<file path="src/rtl/rms_pkg.sv">
package rms_pkg;

   typedef enum logic [1:0] {
      RQ_INV   = 2'd0,
      RQ_CLEAN = 2'd1,
      RQ_FLUSH = 2'd2,
      RQ_NONE  = 2'd3
   } rq_op_e;

   typedef enum logic [1:0] {
      CM_NOP       = 2'd0,
      CM_LINE_CI   = 2'd1,
      CM_RNG_CLEAN = 2'd2,
      CM_RNG_INV   = 2'd3
   } cm_op_e;

   typedef enum logic [2:0] {
      ST_IDLE = 3'd0,
      ST_HEAD = 3'd1,
      ST_TAIL = 3'd2,
      ST_RCLN = 3'd3,
      ST_RINV = 3'd4,
      ST_DONE = 3'd5
   } st_e;

endpackage

</file>
<file path="src/rtl/rms_bound_prep.sv">
// Turns a raw [start, end) request into edge-line work and a line-aligned span.
module rms_bound_prep
   import rms_pkg::*;
#(
   parameter int ADDR_W     = 32,
   parameter int LINE_BYTES = 32
) (
   input  logic [1:0]        op,
   input  logic [ADDR_W-1:0] start_a,
   input  logic [ADDR_W-1:0] end_a,
   input  logic              wt,
   output logic              head_pend,
   output logic [ADDR_W-1:0] head_addr,
   output logic              tail_pend,
   output logic [ADDR_W-1:0] tail_addr,
   output logic [ADDR_W-1:0] rng_lo,
   output logic [ADDR_W:0]   rng_lim,
   output logic              do_clean,
   output logic              do_inv,
   output logic              rng_go
);
   localparam int LB = $clog2(LINE_BYTES);
   localparam logic [ADDR_W:0] LINE_X = (ADDR_W+1)'(LINE_BYTES);

   logic [ADDR_W-1:0] s_dn, e_dn;
   logic              s_off, e_off;
   logic [ADDR_W:0]   s_up_x, e_up_x, lo_x;

   assign s_dn   = {start_a[ADDR_W-1:LB], {LB{1'b0}}};
   assign e_dn   = {end_a[ADDR_W-1:LB], {LB{1'b0}}};
   assign s_off  = |start_a[LB-1:0];
   assign e_off  = |end_a[LB-1:0];
   assign s_up_x = {1'b0, s_dn} + (s_off ? LINE_X : '0);
   assign e_up_x = {1'b0, e_dn} + (e_off ? LINE_X : '0);

   always_comb begin
      head_pend = 1'b0;
      tail_pend = 1'b0;
      head_addr = s_dn;
      tail_addr = e_dn;
      lo_x      = {1'b0, s_dn};
      rng_lim   = e_up_x;
      do_clean  = 1'b0;
      do_inv    = 1'b0;
      case (op)
         RQ_INV: begin
            head_pend = s_off;
            tail_pend = e_off && !(s_off && (e_dn == s_dn));
            lo_x      = s_up_x;
            rng_lim   = {1'b0, e_dn};
            do_inv    = 1'b1;
         end
         RQ_CLEAN: begin
            do_clean = !wt;
         end
         RQ_FLUSH: begin
            do_clean = !wt;
            do_inv   = 1'b1;
         end
         default: begin
            do_clean = 1'b0;
            do_inv   = 1'b0;
         end
      endcase
   end

   assign rng_lo = lo_x[ADDR_W-1:0];
   assign rng_go = (do_clean || do_inv) && (lo_x < rng_lim);

endmodule

</file>
<file path="src/rtl/rms_chunk_limit.sv">
// Exclusive end of the chunk that starts at cur: the nearest of span end,
// size cap and next page boundary.
module rms_chunk_limit #(
   parameter int ADDR_W      = 32,
   parameter int CHUNK_BYTES = 1024,
   parameter int PAGE_BYTES  = 4096
) (
   input  logic [ADDR_W-1:0] cur,
   input  logic [ADDR_W:0]   lim,
   output logic [ADDR_W:0]   chunk_end,
   output logic              last
);
   localparam int PG_LG = $clog2(PAGE_BYTES);

   logic [ADDR_W:0] cur_x, page_end, cap;

   assign cur_x    = {1'b0, cur};
   assign page_end = {1'b0, cur[ADDR_W-1:PG_LG], {PG_LG{1'b0}}} + (ADDR_W+1)'(PAGE_BYTES);

   generate
      if (CHUNK_BYTES < PAGE_BYTES) begin : g_two_caps
         logic [ADDR_W:0] size_end;
         assign size_end = cur_x + (ADDR_W+1)'(CHUNK_BYTES);
         assign cap      = (size_end < page_end) ? size_end : page_end;
      end else begin : g_page_cap
         // Distance to the page end never exceeds a page, so the size cap never binds.
         assign cap = page_end;
      end
   endgenerate

   assign chunk_end = (lim < cap) ? lim : cap;
   assign last      = (lim <= cap);

endmodule

</file>
<file path="src/rtl/range_maint_seq.sv">
module range_maint_seq
   import rms_pkg::*;
#(
   parameter int ADDR_W      = 32,
   parameter int LINE_BYTES  = 32,
   parameter int CHUNK_BYTES = 1024,
   parameter int PAGE_BYTES  = 4096
) (
   input  logic              clk,
   input  logic              rst_n,
   input  logic              req_valid,
   output logic              req_ready,
   input  logic [1:0]        req_op,
   input  logic [ADDR_W-1:0] req_start,
   input  logic [ADDR_W-1:0] req_end,
   input  logic              wt_override,
   output logic              cmd_valid,
   input  logic              cmd_ready,
   output logic [1:0]        cmd_op,
   output logic [ADDR_W-1:0] cmd_lo,
   output logic [ADDR_W-1:0] cmd_hi,
   output logic              done
);
   localparam int LB    = $clog2(LINE_BYTES);
   localparam int PG_LG = $clog2(PAGE_BYTES);
   localparam logic [ADDR_W:0]   LINE_X   = (ADDR_W+1)'(LINE_BYTES);
   localparam logic [ADDR_W-1:0] SPAN_MAX = ADDR_W'(CHUNK_BYTES - LINE_BYTES);

   // Elaboration-time parameter checks
   generate
      if ((1 << LB) != LINE_BYTES || LINE_BYTES < 4) begin : g_bad_line
         $error("LINE_BYTES must be a power of two of at least 4");
      end
      if ((1 << PG_LG) != PAGE_BYTES || PG_LG >= ADDR_W) begin : g_bad_page
         $error("PAGE_BYTES must be a power of two below the address space");
      end
      if (CHUNK_BYTES < LINE_BYTES || (CHUNK_BYTES % LINE_BYTES) != 0) begin : g_bad_chunk
         $error("CHUNK_BYTES must be a whole number of lines");
      end
      if (PAGE_BYTES < LINE_BYTES) begin : g_bad_ratio
         $error("PAGE_BYTES must hold at least one line");
      end
   endgenerate

   // Request preparation
   logic              p_head, p_tail, p_clean, p_inv, p_go;
   logic [ADDR_W-1:0] p_head_a, p_tail_a, p_lo;
   logic [ADDR_W:0]   p_lim;

   rms_bound_prep #(
      .ADDR_W     (ADDR_W),
      .LINE_BYTES (LINE_BYTES)
   ) u_prep (
      .op        (req_op),
      .start_a   (req_start),
      .end_a     (req_end),
      .wt        (wt_override),
      .head_pend (p_head),
      .head_addr (p_head_a),
      .tail_pend (p_tail),
      .tail_addr (p_tail_a),
      .rng_lo    (p_lo),
      .rng_lim   (p_lim),
      .do_clean  (p_clean),
      .do_inv    (p_inv),
      .rng_go    (p_go)
   );

   // Sequencer state
   st_e               state_q, state_d;
   logic              tail_q, clean_q, inv_q;
   logic [ADDR_W-1:0] head_a_q, tail_a_q, cur_q;
   logic [ADDR_W:0]   lim_q;
   logic [ADDR_W:0]   chunk_end;
   logic              chunk_last;
   logic              accept, fire, rng_left;

   rms_chunk_limit #(
      .ADDR_W      (ADDR_W),
      .CHUNK_BYTES (CHUNK_BYTES),
      .PAGE_BYTES  (PAGE_BYTES)
   ) u_chunk (
      .cur       (cur_q),
      .lim       (lim_q),
      .chunk_end (chunk_end),
      .last      (chunk_last)
   );

   assign accept   = req_valid && (state_q == ST_IDLE);
   assign fire     = cmd_valid && cmd_ready;
   assign rng_left = (clean_q || inv_q) && ({1'b0, cur_q} < lim_q);

   function automatic st_e range_entry(input logic go, input logic cln);
      if (!go)      return ST_DONE;
      else if (cln) return ST_RCLN;
      else          return ST_RINV;
   endfunction

   always_comb begin
      state_d = state_q;
      case (state_q)
         ST_IDLE: begin
            if (accept) begin
               if (p_head)      state_d = ST_HEAD;
               else if (p_tail) state_d = ST_TAIL;
               else             state_d = range_entry(p_go, p_clean);
            end
         end
         ST_HEAD: begin
            if (fire) begin
               if (tail_q) state_d = ST_TAIL;
               else        state_d = range_entry(rng_left, clean_q);
            end
         end
         ST_TAIL: begin
            if (fire) state_d = range_entry(rng_left, clean_q);
         end
         ST_RCLN: begin
            if (fire) begin
               if (inv_q)           state_d = ST_RINV;
               else if (chunk_last) state_d = ST_DONE;
               else                 state_d = ST_RCLN;
            end
         end
         ST_RINV: begin
            if (fire) begin
               if (chunk_last)   state_d = ST_DONE;
               else if (clean_q) state_d = ST_RCLN;
               else              state_d = ST_RINV;
            end
         end
         ST_DONE: state_d = ST_IDLE;
         default: state_d = ST_IDLE;
      endcase
   end

   always_ff @(posedge clk or negedge rst_n) begin
      if (!rst_n) begin
         state_q  <= ST_IDLE;
         tail_q   <= 1'b0;
         clean_q  <= 1'b0;
         inv_q    <= 1'b0;
         head_a_q <= '0;
         tail_a_q <= '0;
         cur_q    <= '0;
         lim_q    <= '0;
      end else begin
         state_q <= state_d;
         if (accept) begin
            tail_q   <= p_tail;
            clean_q  <= p_clean;
            inv_q    <= p_inv;
            head_a_q <= p_head_a;
            tail_a_q <= p_tail_a;
            cur_q    <= p_lo;
            lim_q    <= p_lim;
         end else if (fire) begin
            // Move on once the last step of the current chunk is taken.
            if ((state_q == ST_RINV) || (state_q == ST_RCLN && !inv_q)) begin
               cur_q <= chunk_end[ADDR_W-1:0];
            end
         end
      end
   end

   // Command outputs
   logic [ADDR_W:0] rng_hi_x;
   assign rng_hi_x = chunk_end - LINE_X;

   always_comb begin
      cmd_valid = 1'b0;
      cmd_op    = CM_NOP;
      cmd_lo    = cur_q;
      cmd_hi    = rng_hi_x[ADDR_W-1:0];
      case (state_q)
         ST_HEAD: begin
            cmd_valid = 1'b1;
            cmd_op    = CM_LINE_CI;
            cmd_lo    = head_a_q;
            cmd_hi    = head_a_q;
         end
         ST_TAIL: begin
            cmd_valid = 1'b1;
            cmd_op    = CM_LINE_CI;
            cmd_lo    = tail_a_q;
            cmd_hi    = tail_a_q;
         end
         ST_RCLN: begin
            cmd_valid = 1'b1;
            cmd_op    = CM_RNG_CLEAN;
         end
         ST_RINV: begin
            cmd_valid = 1'b1;
            cmd_op    = CM_RNG_INV;
         end
         default: cmd_valid = 1'b0;
      endcase
   end

   assign req_ready = (state_q == ST_IDLE);
   assign done      = (state_q == ST_DONE);

   // Assertions
   p_accept_busy_r1: assert property (@(posedge clk) disable iff (!rst_n)
      req_valid && req_ready |=> !req_ready);

   p_line_single_r2: assert property (@(posedge clk) disable iff (!rst_n)
      cmd_valid && cmd_op == CM_LINE_CI |-> cmd_lo == cmd_hi);

   p_chunk_cap_r6: assert property (@(posedge clk) disable iff (!rst_n)
      cmd_valid && cmd_op[1] |-> (cmd_hi >= cmd_lo) && (cmd_hi - cmd_lo <= SPAN_MAX));

   p_aligned_r6: assert property (@(posedge clk) disable iff (!rst_n)
      cmd_valid |-> (cmd_lo[LB-1:0] == '0) && (cmd_hi[LB-1:0] == '0));

   p_page_keep_r7: assert property (@(posedge clk) disable iff (!rst_n)
      cmd_valid && cmd_op[1] |-> cmd_lo[ADDR_W-1:PG_LG] == cmd_hi[ADDR_W-1:PG_LG]);

   p_flush_pair_r8: assert property (@(posedge clk) disable iff (!rst_n)
      cmd_valid && cmd_ready && cmd_op == CM_RNG_CLEAN && inv_q |=>
         cmd_valid && cmd_op == CM_RNG_INV && $stable(cmd_lo) && $stable(cmd_hi));

   p_done_pulse_r10: assert property (@(posedge clk) disable iff (!rst_n)
      done |=> !done && req_ready);

   p_cmd_hold_r11: assert property (@(posedge clk) disable iff (!rst_n)
      cmd_valid && !cmd_ready |=>
         cmd_valid && $stable(cmd_op) && $stable(cmd_lo) && $stable(cmd_hi));

endmodule

</file>
<file path="config.mk">
export PLATFORM = sky130hd
export DESIGN_NAME = range_maint_seq
export DESIGN_NICKNAME = d
export VERILOG_FILES = /design/src/rtl/rms_pkg.sv /design/src/rtl/rms_bound_prep.sv /design/src/rtl/rms_chunk_limit.sv /design/src/rtl/range_maint_seq.sv
export SDC_FILE = /design/constraint.sdc
export NUM_CORES = 1
export LEC_CHECK = 0
export BUFFER_PORTS_ARGS = -buffer_cell sky130_fd_sc_hd__buf_2
export CORE_MARGIN = 3
export CORE_UTILIZATION = 40
export DETAILED_ROUTE_END_ITERATION = 6
export PLACE_DENSITY = 0.56
export SYNTH_ARGS = -nofsm -noshare
export SYNTH_HDL_FRONTEND = slang
export SYNTH_SLANG_ARGS = --single-unit
</file>
<file path="constraint.sdc">
create_clock -name clk -period 11.2 [get_ports clk]
set_input_delay 1.68 -clock clk [delete_from_list [all_inputs] [get_ports clk]]
set_output_delay 1.68 -clock clk [all_outputs]
set_load 0.02 [all_outputs]
</file>
==> run summary <==
Outcome - complete, no violations
Largest family of logic cells by synthesized area - simple AND/OR/NAND/NOR gates
First-pass GRT wire length - 64.1 mm
Fill cell count - 2850
CTS tree - yes
CTS Buf Count - 17
Vias in the first global route - 10700
# setup viols final - 0
Tmin final - 10180 ps
H-tree depth - 4
Slew headroom - 14.3%
Commonest non-fill, non-tap cells in the layout - nand2_1 (216), buf_2 (138), dfrtp_1 (120)
Commonest non-fill, non-tap cell in the layout - nand2_1
Ys async rst share - 100%
YS warnings - 0
Critical Path Fanout Max - 21
RSZ-0062 raised after global routing - false
RePlAce Congestion - 0.972
WP data required - 9520 ps
Worst r2r dst - cur_q[28]
Clock Sinks - 120
Clock Tree Buf Depth - 2
Post-synthesis xor/xnor area fraction - 9.95%
Global route overflow - 0
Tot GR Track Use - 27.1%
Die Area - 0.0305 sq mm
Final number of max-transition violations - 0
Post-Synth Adder-Cell Area - 11.7%
CP startpoint kind - flip-flop
Drt drc - 0
Mux cell area share after synthesis - 5.60%
Root Buffer - clkbuf_16
RR Startpoint - cur_q[13]
Number of synthesized flops with an enable pin - 0
Core Rows - 61
Hold-fix buffers, CTS - 0
Crit share post-route - 90.9%
Met3 Use GR - 3.76%
Setup Crit Path Kind - reg2out
Synth Area in Compound Gates - 18.5%
Cell area after synthesis - 0.0114 sq mm
Crit path capture - cmd_hi[19]
Register area share after synthesis - 26.4%
Drt first pass iters - 5
DR WL/cell - 21.9 microns
Core footprint - 0.0279 sq mm
Ports - 140
Clock slew at reported path FFs - 70 ps
Post-CTS sizing - 0
Synth unique cells - 82
Worst reg-to-reg setup slack - 3670 ps
Crit path buf inv count - 8
Crit. End Element - output pin
Share of layout cells above drive strength 1 - 18.0%
# Max-Cap Violations - 0
Clk_skew - 17.8 ps
HPWL Detailed - 33.0 mm
Via Count - 11100
CP peak stage delay - 630 ps
Tightest Hold Check Type - reg2reg
Layout overhead on the synthesized area - 14.3%
Initial Util - 40.8%
Initial DRC Count - 1126
Antenna violations before repair - 1
Cells after synthesis - 1408
IO Port Bufs - 139
Setup crit start - cur_q[13]
Worst Tran Pin Value - 1280 ps
Final Hold Fails - 0
Total stage count of the critical path - 36
Avg Cell Area, Syn - 8.07 sq um
FF-to-FF path depth - 26
Sum of negative setup slack - 0 ps
Largest net degree at the start of global routing - 91
GR met2 Demand/Resource - 41.0%
Seq cells post-synth - 120
N_diodes - 0
Mapped Nets - 1585
Simple-Gate Fraction of Synth Area - 23.4%
Antenna-violating nets left - 0
Ys flop type - dfrtp_1
Vias per std cell - 5.85
Nets - 1689
Crit path max-delay family - compound AO/OA/AOI/OAI gates
Busiest grt layer - met2
Chip width - 175 microns
Fmax - 98.2 MHz
WP data arrival - 8500 ps
Clk_lat worst skew - 430 ps
Met1 usage - 39.9%
Chip Height - 175 microns
Post-CTS Setup Bufs - 0
Worst path slowest cell - nor2_2
DRT Wirelength - 41.7 mm
## area by class of cell
type	instances	area, sq um	share of cell area [%]
Clock inverter	14	159	1.22
Timing Repair Buffer	155	818	6.30
Inverter	60	225	1.73
Sequential cell	120	3000	23.1
Tap cell	378	473	3.64
Multi-Input combinational cell	1158	7880	60.7
Clock buffer	18	429	3.31
## sequential cells by signal, summed over array words and instances (netlist names)
| register | cells |
|---|---|
| cur_q | 32 |
| tail_q | 1 |
| tail_a_q | 27 |
| lim_q | 28 |
| head_a_q | 27 |
| clean_q | 1 |
| state_q | 3 |
| inv_q | 1 |
## stage by stage
stage,util [%],hold WS [ps],instances,setup WS (ps),cell area [sq um]
after floorplan,-,446,1408,1820,11400
after global placement,44.5,461,1871,1730,12400
after detailed placement,44.5,464,1871,1660,12400
after CTS,46.6,482,1903,1160,13000
after global routing,46.6,504,1903,237,13000
final,46.6,479,1903,1020,13000
## Yosys cell counts, types with 47 or more instances
cell / n / area share (%)
a21oi_1: 59 / 2.6
clkbuf_1: 47 / 1.6
dfrtp_1: 120 / 26
ha_1: 106 / 12
inv_1: 60 / 2.0
mux2_2: 48 / 4.8
nand2_1: 217 / 7.2
nand3_1: 55 / 2.4
nor2_1: 85 / 2.8
o21ai_0: 109 / 4.8
xnor2_1: 78 / 6.0
xor2_1: 51 / 3.9
## cell families (layout without fill, tap and decap cells)
family,Yosys count,count (layout)
AND/OR/NAND/NOR,544,544
AO/OA/AOI/OAI,322,322
buffers and inverters,130,247
XOR/XNOR,129,129
flip-flops,120,120
adder cells (fa/ha/maj),106,106
multiplexers,57,57
## worst min-delay path by stage
stage	start	endpoint	slack, ps	cells past startpoint
after floorplan	tail_a_q[31]	tail_a_q[31]	450	2
after global placement	head_a_q[10]	head_a_q[10]	460	2
after detailed placement	head_a_q[14]	head_a_q[14]	460	2
after CTS	head_a_q[14]	head_a_q[14]	480	2
after global routing	head_a_q[7]	head_a_q[7]	500	2
final	head_a_q[13]	head_a_q[13]	480	2
## worst min-delay path, stage by stage, from the launching register on
cell and delay, ps:
dfrtp_1 350, nand2_1 50, nand2_1 50
## routing by layer
metal | routed length, microns | up-vias
met1 | 19500 | 5349
met3 | 2900 | 65
li1 | - | 5267
met4 | 1270 | 0
met5 | 0 | -
met2 | 18100 | 456
Power is not shown: default switching activity piles up to over one toggle a cycle in this logic, so the estimate is an artifact.
